<file path="config.mk">
export PLATFORM = sky130hd
export DESIGN_NAME = atbic_ctrl
export DESIGN_NICKNAME = d
export VERILOG_FILES = /design/src/rtl/atbic_pkg.sv /design/src/rtl/atbic_rst_sync.sv /design/src/rtl/atbic_scan_reg.sv /design/src/rtl/atbic_pattern_dec.sv /design/src/rtl/atbic_ctrl.sv
export SDC_FILE = /design/constraint.sdc
export NUM_CORES = 1
export LEC_CHECK = 0
export BUFFER_PORTS_ARGS = -buffer_cell sky130_fd_sc_hd__buf_2
export CORE_ASPECT_RATIO = 1.25
export CORE_MARGIN = 5
export CORE_UTILIZATION = 53
export CTS_CLUSTER_SIZE = 40
export DETAILED_ROUTE_END_ITERATION = 10
export GPL_ROUTABILITY_DRIVEN = 0
export GPL_TIMING_DRIVEN = 0
export PLACE_DENSITY = 0.81
export SETUP_SLACK_MARGIN = 0.1
export SLEW_MARGIN = 20
export SYNTH_ARGS = -nofsm -noshare
export SYNTH_HDL_FRONTEND = slang
export SYNTH_HIERARCHICAL = 1
export SYNTH_SLANG_ARGS = --single-unit
export TNS_END_PERCENT = 100
</file>
<file path="constraint.sdc">
create_clock -name tck -period 2.6 [get_ports tck]
set_input_delay 0.13 -clock tck [delete_from_list [all_inputs] [get_ports tck]]
set_output_delay 0.13 -clock tck [all_outputs]
set_load 0.01 [all_outputs]
</file>
<file path="src/rtl/atbic_pkg.sv">
package atbic_pkg;
  localparam int CTL_W = 4;
  localparam int INS_W = 4;
  localparam int NPAT  = 10;
  localparam int PAT_W = $clog2(NPAT);

  // instruction codes
  localparam logic [INS_W-1:0] I_EXTEST   = 4'h0;
  localparam logic [INS_W-1:0] I_SAMPLE   = 4'h1;
  localparam logic [INS_W-1:0] I_PRELOAD  = 4'h2;
  localparam logic [INS_W-1:0] I_IDCODE   = 4'h3;
  localparam logic [INS_W-1:0] I_USERCODE = 4'h4;
  localparam logic [INS_W-1:0] I_CLAMP    = 4'h5;
  localparam logic [INS_W-1:0] I_RUNBIST  = 4'h6;
  localparam logic [INS_W-1:0] I_PROBE    = 4'h7;
  localparam logic [INS_W-1:0] I_INTEST   = 4'h8;
  localparam logic [INS_W-1:0] I_HIGHZ    = 4'h9;
  localparam logic [INS_W-1:0] I_BYPASS   = 4'hF;

  // pattern families
  typedef enum logic [1:0] {
    FAM_ISOLATE = 2'd0,
    FAM_FULL    = 2'd1,
    FAM_MEASURE = 2'd2
  } fam_e;

  localparam int P_ISO      = 0;
  localparam int P_DRV_LO   = 4;
  localparam int P_DRV_HI   = 7;
  localparam int MEAS_LAST  = 3;
endpackage

</file>
<file path="src/rtl/atbic_rst_sync.sv">
module atbic_rst_sync #(
  parameter int STAGES = 2
) (
  input  logic clk,
  input  logic arst_n,
  output logic rst_n
);
  logic [STAGES-1:0] chain_q;
  logic [STAGES-1:0] chain_d;

  always_comb begin
    chain_d = {chain_q[STAGES-2:0], 1'b1};
  end

  always_ff @(posedge clk or negedge arst_n) begin
    if (!arst_n) chain_q <= '0;
    else         chain_q <= chain_d;
  end

  assign rst_n = chain_q[STAGES-1];
endmodule

</file>
<file path="src/rtl/atbic_scan_reg.sv">
module atbic_scan_reg #(
  parameter int W = 4
) (
  input  logic         clk,
  input  logic         rst_n,
  input  logic         sel,
  input  logic         capture,
  input  logic         shift,
  input  logic         update,
  input  logic         tdi,
  input  logic [W-1:0] cap_val,
  output logic         tdo,
  output logic [W-1:0] word
);
  logic [W-1:0] sh_q, sh_d;
  logic [W-1:0] act_q, act_d;
  logic         sh_en, act_en;

  always_comb begin
    sh_en  = sel && (capture || shift);
    act_en = sel && update;
    sh_d   = capture ? cap_val : {tdi, sh_q[W-1:1]};
    act_d  = sh_q;
  end

  always_ff @(posedge clk or negedge rst_n) begin
    if (!rst_n)     sh_q <= '0;
    else if (sh_en) sh_q <= sh_d;
  end

  always_ff @(posedge clk or negedge rst_n) begin
    if (!rst_n)      act_q <= '0;
    else if (act_en) act_q <= act_d;
  end

  assign tdo  = sh_q[0];
  assign word = act_q;
endmodule

</file>
<file path="src/rtl/atbic_pattern_dec.sv">
module atbic_pattern_dec
  import atbic_pkg::*;
(
  input  logic [INS_W-1:0] instr,
  input  logic [CTL_W-1:0] word,
  output logic [PAT_W-1:0] pat
);
  fam_e fam;

  always_comb begin
    case (instr)
      I_EXTEST, I_CLAMP, I_RUNBIST: fam = FAM_FULL;
      I_PROBE, I_INTEST:            fam = FAM_MEASURE;
      default:                      fam = FAM_ISOLATE;
    endcase
  end

  always_comb begin
    pat = PAT_W'(P_ISO);
    case (fam)
      FAM_FULL: begin
        if (word <= CTL_W'(P_DRV_HI)) pat = PAT_W'(word);
        else if (word == 4'd9)        pat = PAT_W'(8);
        else if (word == 4'd10)       pat = PAT_W'(9);
        else                          pat = PAT_W'(P_ISO);
      end
      FAM_MEASURE: begin
        if (word <= CTL_W'(MEAS_LAST)) pat = PAT_W'(word);
        else                           pat = PAT_W'(P_ISO);
      end
      default: pat = PAT_W'(P_ISO);
    endcase
  end
endmodule

</file>
<file path="src/rtl/atbic_ctrl.sv">
module atbic_ctrl
  import atbic_pkg::*;
#(
  parameter int SYNC_STAGES = 2
) (
  input  logic             tck,
  input  logic             trst_n,
  input  logic [INS_W-1:0] instr,
  input  logic             sel_ctl,
  input  logic             capture_dr,
  input  logic             shift_dr,
  input  logic             update_dr,
  input  logic             tdi,
  input  logic             at1_dig,
  input  logic             at2_dig,
  output logic             tdo,
  output logic [NPAT-1:0]  sw_en,
  output logic             at_drv_en,
  output logic [1:0]       at_drv_lvl
);
  logic             rst_n_s;
  logic [CTL_W-1:0] ctl_word;
  logic [CTL_W-1:0] cap_val;
  logic [PAT_W-1:0] dec_pat;
  logic [PAT_W-1:0] pat_q, pat_d;
  logic             hold;

  atbic_rst_sync #(.STAGES(SYNC_STAGES)) u_rst (
    .clk    (tck),
    .arst_n (trst_n),
    .rst_n  (rst_n_s)
  );

  assign cap_val = {{(CTL_W-2){1'b0}}, at2_dig, at1_dig};

  atbic_scan_reg #(.W(CTL_W)) u_scan (
    .clk     (tck),
    .rst_n   (rst_n_s),
    .sel     (sel_ctl),
    .capture (capture_dr),
    .shift   (shift_dr),
    .update  (update_dr),
    .tdi     (tdi),
    .cap_val (cap_val),
    .tdo     (tdo),
    .word    (ctl_word)
  );

  atbic_pattern_dec u_dec (
    .instr (instr),
    .word  (ctl_word),
    .pat   (dec_pat)
  );

  always_comb begin
    hold  = (instr == I_CLAMP);
    pat_d = hold ? pat_q : dec_pat;
  end

  always_ff @(posedge tck or negedge rst_n_s) begin
    if (!rst_n_s) pat_q <= PAT_W'(P_ISO);
    else          pat_q <= pat_d;
  end

  for (genvar k = 0; k < NPAT; k++) begin : g_onehot
    assign sw_en[k] = (pat_q == PAT_W'(k));
  end

  always_comb begin
    at_drv_en  = (pat_q >= PAT_W'(P_DRV_LO)) && (pat_q <= PAT_W'(P_DRV_HI));
    at_drv_lvl = at_drv_en ? 2'(pat_q - PAT_W'(P_DRV_LO)) : 2'b00;
  end
endmodule

</file>
Word level (Yosys, flattened, before mapping)
Cells that the tools add are included.
{"block": "classes", "eq_ne": 17, "order_cmp": 4, "n_mux": 8, "n_reduce_logical": 8, "addsub": 1}
{"operator": "$eq 4x3->1 const B", "n": 7}
{"operator": "$eq 4x4->1 const B", "n": 5}
{"operator": "$mux 4", "n": 5}
{"operator": "$eq 4x2->1 const B", "n": 2}
{"operator": "$le 4x3->1 const B", "n": 2}
{"operator": "$logic_not 4->1", "n": 2}
{"operator": "$pmux 4 s2", "n": 1}
{"operator": "$eq 4x1->1 const B", "n": 1}
{"operator": "$ge 4x3->1 const B", "n": 1}
{"operator": "$le 4x2->1 const B", "n": 1}
{"operator": "$pmux 2 s2", "n": 1}
{"operator": "$logic_and 1x1->1", "n": 3}
{"operator": "$reduce_or 3->1", "n": 1}
{"operator": "$eq 2x1->1 const B", "n": 1}
{"operator": "$eq 2x2->1 const B", "n": 1}
{"operator": "$mux 2", "n": 1}
{"operator": "$reduce_or 2->1", "n": 1}
{"operator": "$sub 2x1->2 const B", "n": 1}
{"operator": "$logic_or 1x1->1", "n": 1}
{"block": "word_totals", "output_inout_bits": 14, "elab_cells": 42, "reg_bits": 14, "input_bits": 13}

Logic depth before layout (Yosys ltp)
{"block": "depth", "word_depth": 5, "ltp_mapped": 8, "mapped_depth_nobuf": 8}

Modules after synthesis
The synthesis kept the hierarchy.
{"mod": "atbic_scan_reg", "area_per_inst_um2": 385.4, "seq_area_each_um2": 200.2, "cells_each": 32, "instances": 1}
{"mod": "atbic_ctrl", "area_per_inst_um2": 274.0, "seq_area_each_um2": 100.1, "cells_each": 28, "instances": 1}
{"mod": "atbic_pattern_dec", "area_per_inst_um2": 147.6, "seq_area_each_um2": 0.0, "cells_each": 23, "instances": 1}
{"mod": "atbic_rst_sync", "area_per_inst_um2": 53.8, "seq_area_each_um2": 50.0, "cells_each": 3, "instances": 1}

Worst setup path after synthesis
OpenSTA, ideal clock, no wires.
{"block": "synth_path", "path_type": "input-to-reg", "start": "input port instr[0]", "end": "register pat_q[0]", "stages": 8, "slack_ns": 1.130, "setup_time_ns": 0.065, "arrival_ns": 1.405, "cell_sequence": "nor2_1 -> nor2_1 -> a211o_1 -> ha_1 -> inv_1 -> nand4_1 -> o32ai_1 -> mux2_2"}
{"block": "synth_via", "elab_chain_cells": 5, "elab_cells_between_ends": 11, "cone_classes": "6 x eq/ne; 2 x mux; 3 x reduce/logical"}
{"item": "from (decl)", "line": "atbic_ctrl.sv:8", "rtl": "input logic [INS_W-1:0] instr,"}
{"item": "$eq 4x3->1, or another cell as far along", "line": "atbic_pattern_dec.sv:11", "rtl": "case (instr)"}
{"item": "$reduce_or 3->1 or $reduce_or 2->1 (tied branches)", "line": "atbic_pattern_dec.sv:11"}
{"item": "$pmux 2 s2 *", "line": "atbic_pattern_dec.sv:11"}
{"item": "$eq 2x2->1 or $eq 2x1->1 (tied branches)", "line": "atbic_pattern_dec.sv:20", "rtl": "case (fam)"}
{"item": "$pmux 4 s2 *", "line": "atbic_pattern_dec.sv:20"}
{"item": "named net dec_pat[0]", "line": "atbic_ctrl.sv:24", "rtl": "logic [PAT_W-1:0] dec_pat;"}
{"item": "to (signal assigned)", "line": "atbic_ctrl.sv:61", "rtl": "if (!rst_n_s) pat_q <= PAT_W'(P_ISO);"}
{"item": "to (signal assigned)", "line": "atbic_ctrl.sv:62", "rtl": "else pat_q <= pat_d;"}
{"item": "to (decl)", "line": "atbic_ctrl.sv:25", "rtl": "logic [PAT_W-1:0] pat_q, pat_d;"}
Mark *: on every way through the listed nets, which the timed path passes. The rest lies on a longest branch.
A chain may end at the register's enable or synchronous reset.

Final worst setup path
Same ends and word-level chain as after synthesis.

==> Implementation_results.wiki <==
{| class="wikitable"
! Metric !! Value
|-
| Detailed-route wire length per cell || approximately 12 um
|-
| Highest net fanout along the worst path || 4
|-
| Grt met1 use || 16.1%
|-
| Worst slack at placement || ~0.86 ns
|-
| CP Data Arrival Time || approximately 1.7 ns
|-
| Number of flip-flops and latches in the synthesized netlist || 14
|-
| Slowest cell delay on critical path || around 0.32 ns
|-
| Outcome || complete, no violations
|-
| Final setup violation count || 0
|-
| Fraction of power consumed by sequential logic || 50.9%
|-
| Iteration count of the initial detailed-routing pass || 3
|-
| Internal power component || 0.396 mW
|-
| Worst vdd rail ir drop || ~0.00038 V
|-
| Category of the worst setup path launch point || input pin
|-
| Number of violations of the max-capacitance limit || 0
|-
| Met2 Resource Use GR || around 29%
|-
| Ports || 27
|-
| Fmax || approximately 680 MHz
|-
| Layout area overhead || 23.0%
|-
| Clock network power share || 27.8%
|-
| Placed cell count || 130
|-
| Cell repeated most along the worst path || sky130_fd_sc_hd__nor2_1
|-
| Mean post-synth cell area || around 10 um^2
|-
| Final Instance Count excl. Fillers || between 100 and 150
|-
| Cells along the critical path || buf_2 -> nor2_1 -> nor2_1 -> a211o_1 -> ha_1 -> inv_1 -> nand4_1 -> o32ai_1 -> mux2_2
|-
| Count of flip-flops with a built-in enable after synthesis || 0
|-
| Pleak || between 0.5 and 0.6 nW
|-
| Worst hold path stage count || 3
|-
| Worst flop-to-flop path endpoint || pat_q[0]
|-
| Global-route wire length before repair || between 2 and 3 mm
|-
| Area of the mapped netlist || 861 um^2
|-
| Post-place instance area || approximately 1000 um^2
|-
| Total clock buffers created by CTS || 3
|-
| Slack of the worst reg-to-reg path || between 1 and 1.5 ns
|-
| All-Layer GR Usage || ~16%
|-
| Tcrit/Tclk final || between 50 and 60%
|-
| Number of remaining DRC errors || 0
|-
| Count of unique library cells instantiated by Yosys || 34
|-
| Number of vias per cell || between 5 and 6
|-
| Number of nets in the layout || 133
|-
| Fin area || roughly 1100 um^2
|-
| Clk_skew || approximately 0.0016 ns
|-
| Leftover overflow at the end of global routing || 0
|-
| Die outline width || 46.0 um
|-
| Maximum buffer depth of the clock tree || 2
|-
| Total number of clock tree sinks || 14
|-
| Seq/Total Area, Yosys || 40.7%
|-
| Count of input and output buffers || 25
|-
| Maximum number of pins on one net before global-route repair || 13
|-
| Number of antenna violations at the first check in global routing || 0
|-
| Net switching fraction of the power || between 20% and 30%
|-
| Part of the total power dissipated in combinational logic || 21.3%
|-
| Clk_lat worst skew || 0.28 ns
|-
| Post-CTS setup buffers || 0
|-
| Via total after detailed routing || 719
|-
| Number of pins exceeding their max-slew limit in the final report || 0
|-
| Count of inserted antenna diode cells || 0
|-
| # H-tree levels || 1
|-
| Remaining number of nets flagged by the antenna check after routing || 0
|-
| Overall die height || about 55 um
|-
| Required arrival time at the worst endpoint || 2.82 ns
|-
| Number of standard cells after synthesis || 86
|-
| Hold Startpoint || at1_dig
|-
| Fin crit period || 1.48 ns
|-
| Switching pwr || roughly 0.14 mW
|-
| Starting density of the core || between 50% and 60%
|-
| Cell family with most CP delay || compound AO/OA/AOI/OAI gates
|-
| Min-delay worst type || in -> reg
|-
| Core area || 1560 um^2
|-
| Yosys Warn Count || 6
|-
| Total routed wirelength || ~1.6 mm
|-
| Launching point of the worst reg2reg path || u_scan/word[2]
|-
| Final hold viol count || 0
|-
| Number of buffer and inverter stages on the critical path || 2
|-
| Power density over the cells || 510 nW/um^2
|-
| Global-route layer with the greatest usage || met2
|-
| First DRT Iteration DRCs || 4
|-
| Worst Hold Endpoint || u_scan/act_d[0]
|-
| Post-Route Utilization || about two thirds
|-
| Standard-cell row count || 16
|-
| Met3 capacity usage during global routing || 2.91%
|-
| Vias in the first global route || 725
|-
| Crit path kind || in -> reg
|-
| Clock tree from TritonCTS || yes
|-
| Top flip-flop cell by instance count after synthesis || sky130_fd_sc_hd__dfrtp_1
|-
| Root Driver || sky130_fd_sc_hd__clkbuf_4
|-
| Reg2reg path depth || 4
|-
| TNS Setup || 0 ns
|-
| Clock transition at path regs || about 0.080 ns
|-
| Kind of end point of the critical path || register
|-
| Post-synth ARST share || 100%
|-
| Full die area || 2540 um^2
|-
| DP HPWL || ~1.3 mm
|-
| Slowest CP cell || sky130_fd_sc_hd__ha_1
|-
| Unrepaired setup endpoints after global routing || no
|-
| Share of final-layout standard cells stronger than drive strength 1 || between 30 and 40%
|-
| Final WS setup || 1.12 ns
|-
| Logic depth of the worst path, buffers included || 9
|}
==> registers in the layout, indices dropped and copies added (netlist names) <==
signal and count:
pat_q 4, u_scan/act_d 4, u_scan/word 4, u_rst/chain_q 2
==> layer usage <==
metal / part of all wire, % / up-vias
met1: 40 / 326
li1: - / 365
met4: 2.6 / 0
met5: 0 / -
met3: 8.0 / 5
met2: 50 / 23
==> per-stage QoR <==
step	hold WS, ns	total power, mW
floorplan	-0.166	0.356
global placement	-0.0856	0.388
detailed placement	-0.0816	0.394
CTS	0.124	0.549
global route	0.146	0.574
finish	0.133	0.540
==> power by group through the flow <==
stage          Sequential, mW  Combinational, mW  Clock [mW]
2_1_floorplan           0.273             0.0836           0
3_3_place_gp            0.279              0.110           0
3_5_place_dp            0.280              0.114           0
4_1_cts                 0.276              0.115       0.158
5_1_grt                 0.281              0.127       0.166
6_report                0.275              0.115       0.150
==> synth_stat cells (2+ instances only) <==
cell type                  number  area [um^2]
sky130_fd_sc_hd__xnor2_1        2         17.5
sky130_fd_sc_hd__dfrtp_1       14          350
sky130_fd_sc_hd__buf_2          2         10.0
sky130_fd_sc_hd__nand2b_1       2         12.5
sky130_fd_sc_hd__nor4_1         2         12.5
sky130_fd_sc_hd__ha_1           2         25.0
sky130_fd_sc_hd__and2_1         3         18.8
sky130_fd_sc_hd__o22ai_1        5         31.3
sky130_fd_sc_hd__inv_1          4         15.0
sky130_fd_sc_hd__nand2_1        4         15.0
sky130_fd_sc_hd__conb_1         2         7.51
sky130_fd_sc_hd__nand3b_1       2         15.0
sky130_fd_sc_hd__mux2_2         4         45.0
sky130_fd_sc_hd__mux2_4         4         60.1
sky130_fd_sc_hd__nor2_1         7         26.3
sky130_fd_sc_hd__a21oi_1        5         25.0
sky130_fd_sc_hd__nor3_1         4         20.0
sky130_fd_sc_hd__and3_1         2         12.5
==> placed cells by master, fill, tap and decap left out, types with 2 or more instances in the layout <==
master,instances
sky130_fd_sc_hd__mux2_4,4
sky130_fd_sc_hd__nand2_1,4
sky130_fd_sc_hd__buf_2,27
sky130_fd_sc_hd__xnor2_1,2
sky130_fd_sc_hd__a21oi_1,5
sky130_fd_sc_hd__inv_1,4
sky130_fd_sc_hd__dfrtp_1,14
sky130_fd_sc_hd__and3_1,2
sky130_fd_sc_hd__conb_1,3
sky130_fd_sc_hd__ha_1,2
sky130_fd_sc_hd__nand2b_1,2
sky130_fd_sc_hd__clkbuf_4,3
sky130_fd_sc_hd__and2_1,3
sky130_fd_sc_hd__nor4_1,2
sky130_fd_sc_hd__nor3_1,4
sky130_fd_sc_hd__nor2_1,7
sky130_fd_sc_hd__mux2_2,4
sky130_fd_sc_hd__nand3b_1,2
sky130_fd_sc_hd__o22ai_1,5
==> worst reg2reg max path: stages, from the launching register on <==
cell and delay [ns]:
sky130_fd_sc_hd__dfrtp_1 0.38, sky130_fd_sc_hd__inv_1 0.07, sky130_fd_sc_hd__a21oi_1 0.18, sky130_fd_sc_hd__o32ai_1 0.12, sky130_fd_sc_hd__mux2_2 0.26
==> cells by family after synthesis <==
family                     after synthesis  synth area share (%)
and+or+nand+nor                         36                  26.6
other                                    2                 0.872
buffers and inverters                    8                  4.65
DFF                                     14                  40.7
AOI/OAI and AO/OA                       14                  10.0
adders and majority gates                2                  2.91
xor gates and xnor gates                 2                  2.04
muxes                                    8                  12.2
==> area by class of cell <==
type / instances / area, um^2
Buffer: 3 / 21.3
Multi-Input combinational cell: 65 / 474
Fill cell: 132 / 503
Tap cell: 18 / 22.5
Inverter: 5 / 18.8
Timing Repair Buffer: 26 / 135
Clock buffer: 4 / 36.3
Sequential cell: 14 / 350
==> how the worst max path moves through the flow <==
stage | start | end | slack [ns]
floorplan | instr[0] | pat_q[0] | 1.13
global placement | instr[0] | pat_q[0] | 0.90
detailed placement | instr[0] | pat_q[0] | 0.86
CTS | instr[0] | pat_q[0] | 1.16
global route | instr[0] | pat_q[0] | 0.95
finish | instr[0] | pat_q[0] | 1.12
==> repair_timing <==
action                                  4_1_cts  5_1_grt
hold endpoints to repair                      2        0
hold buffers                                  1        0
resized for setup                             0        0
endpoints found under the setup margin        0        0
Note: power is estimated with default switching activity, not from simulation.
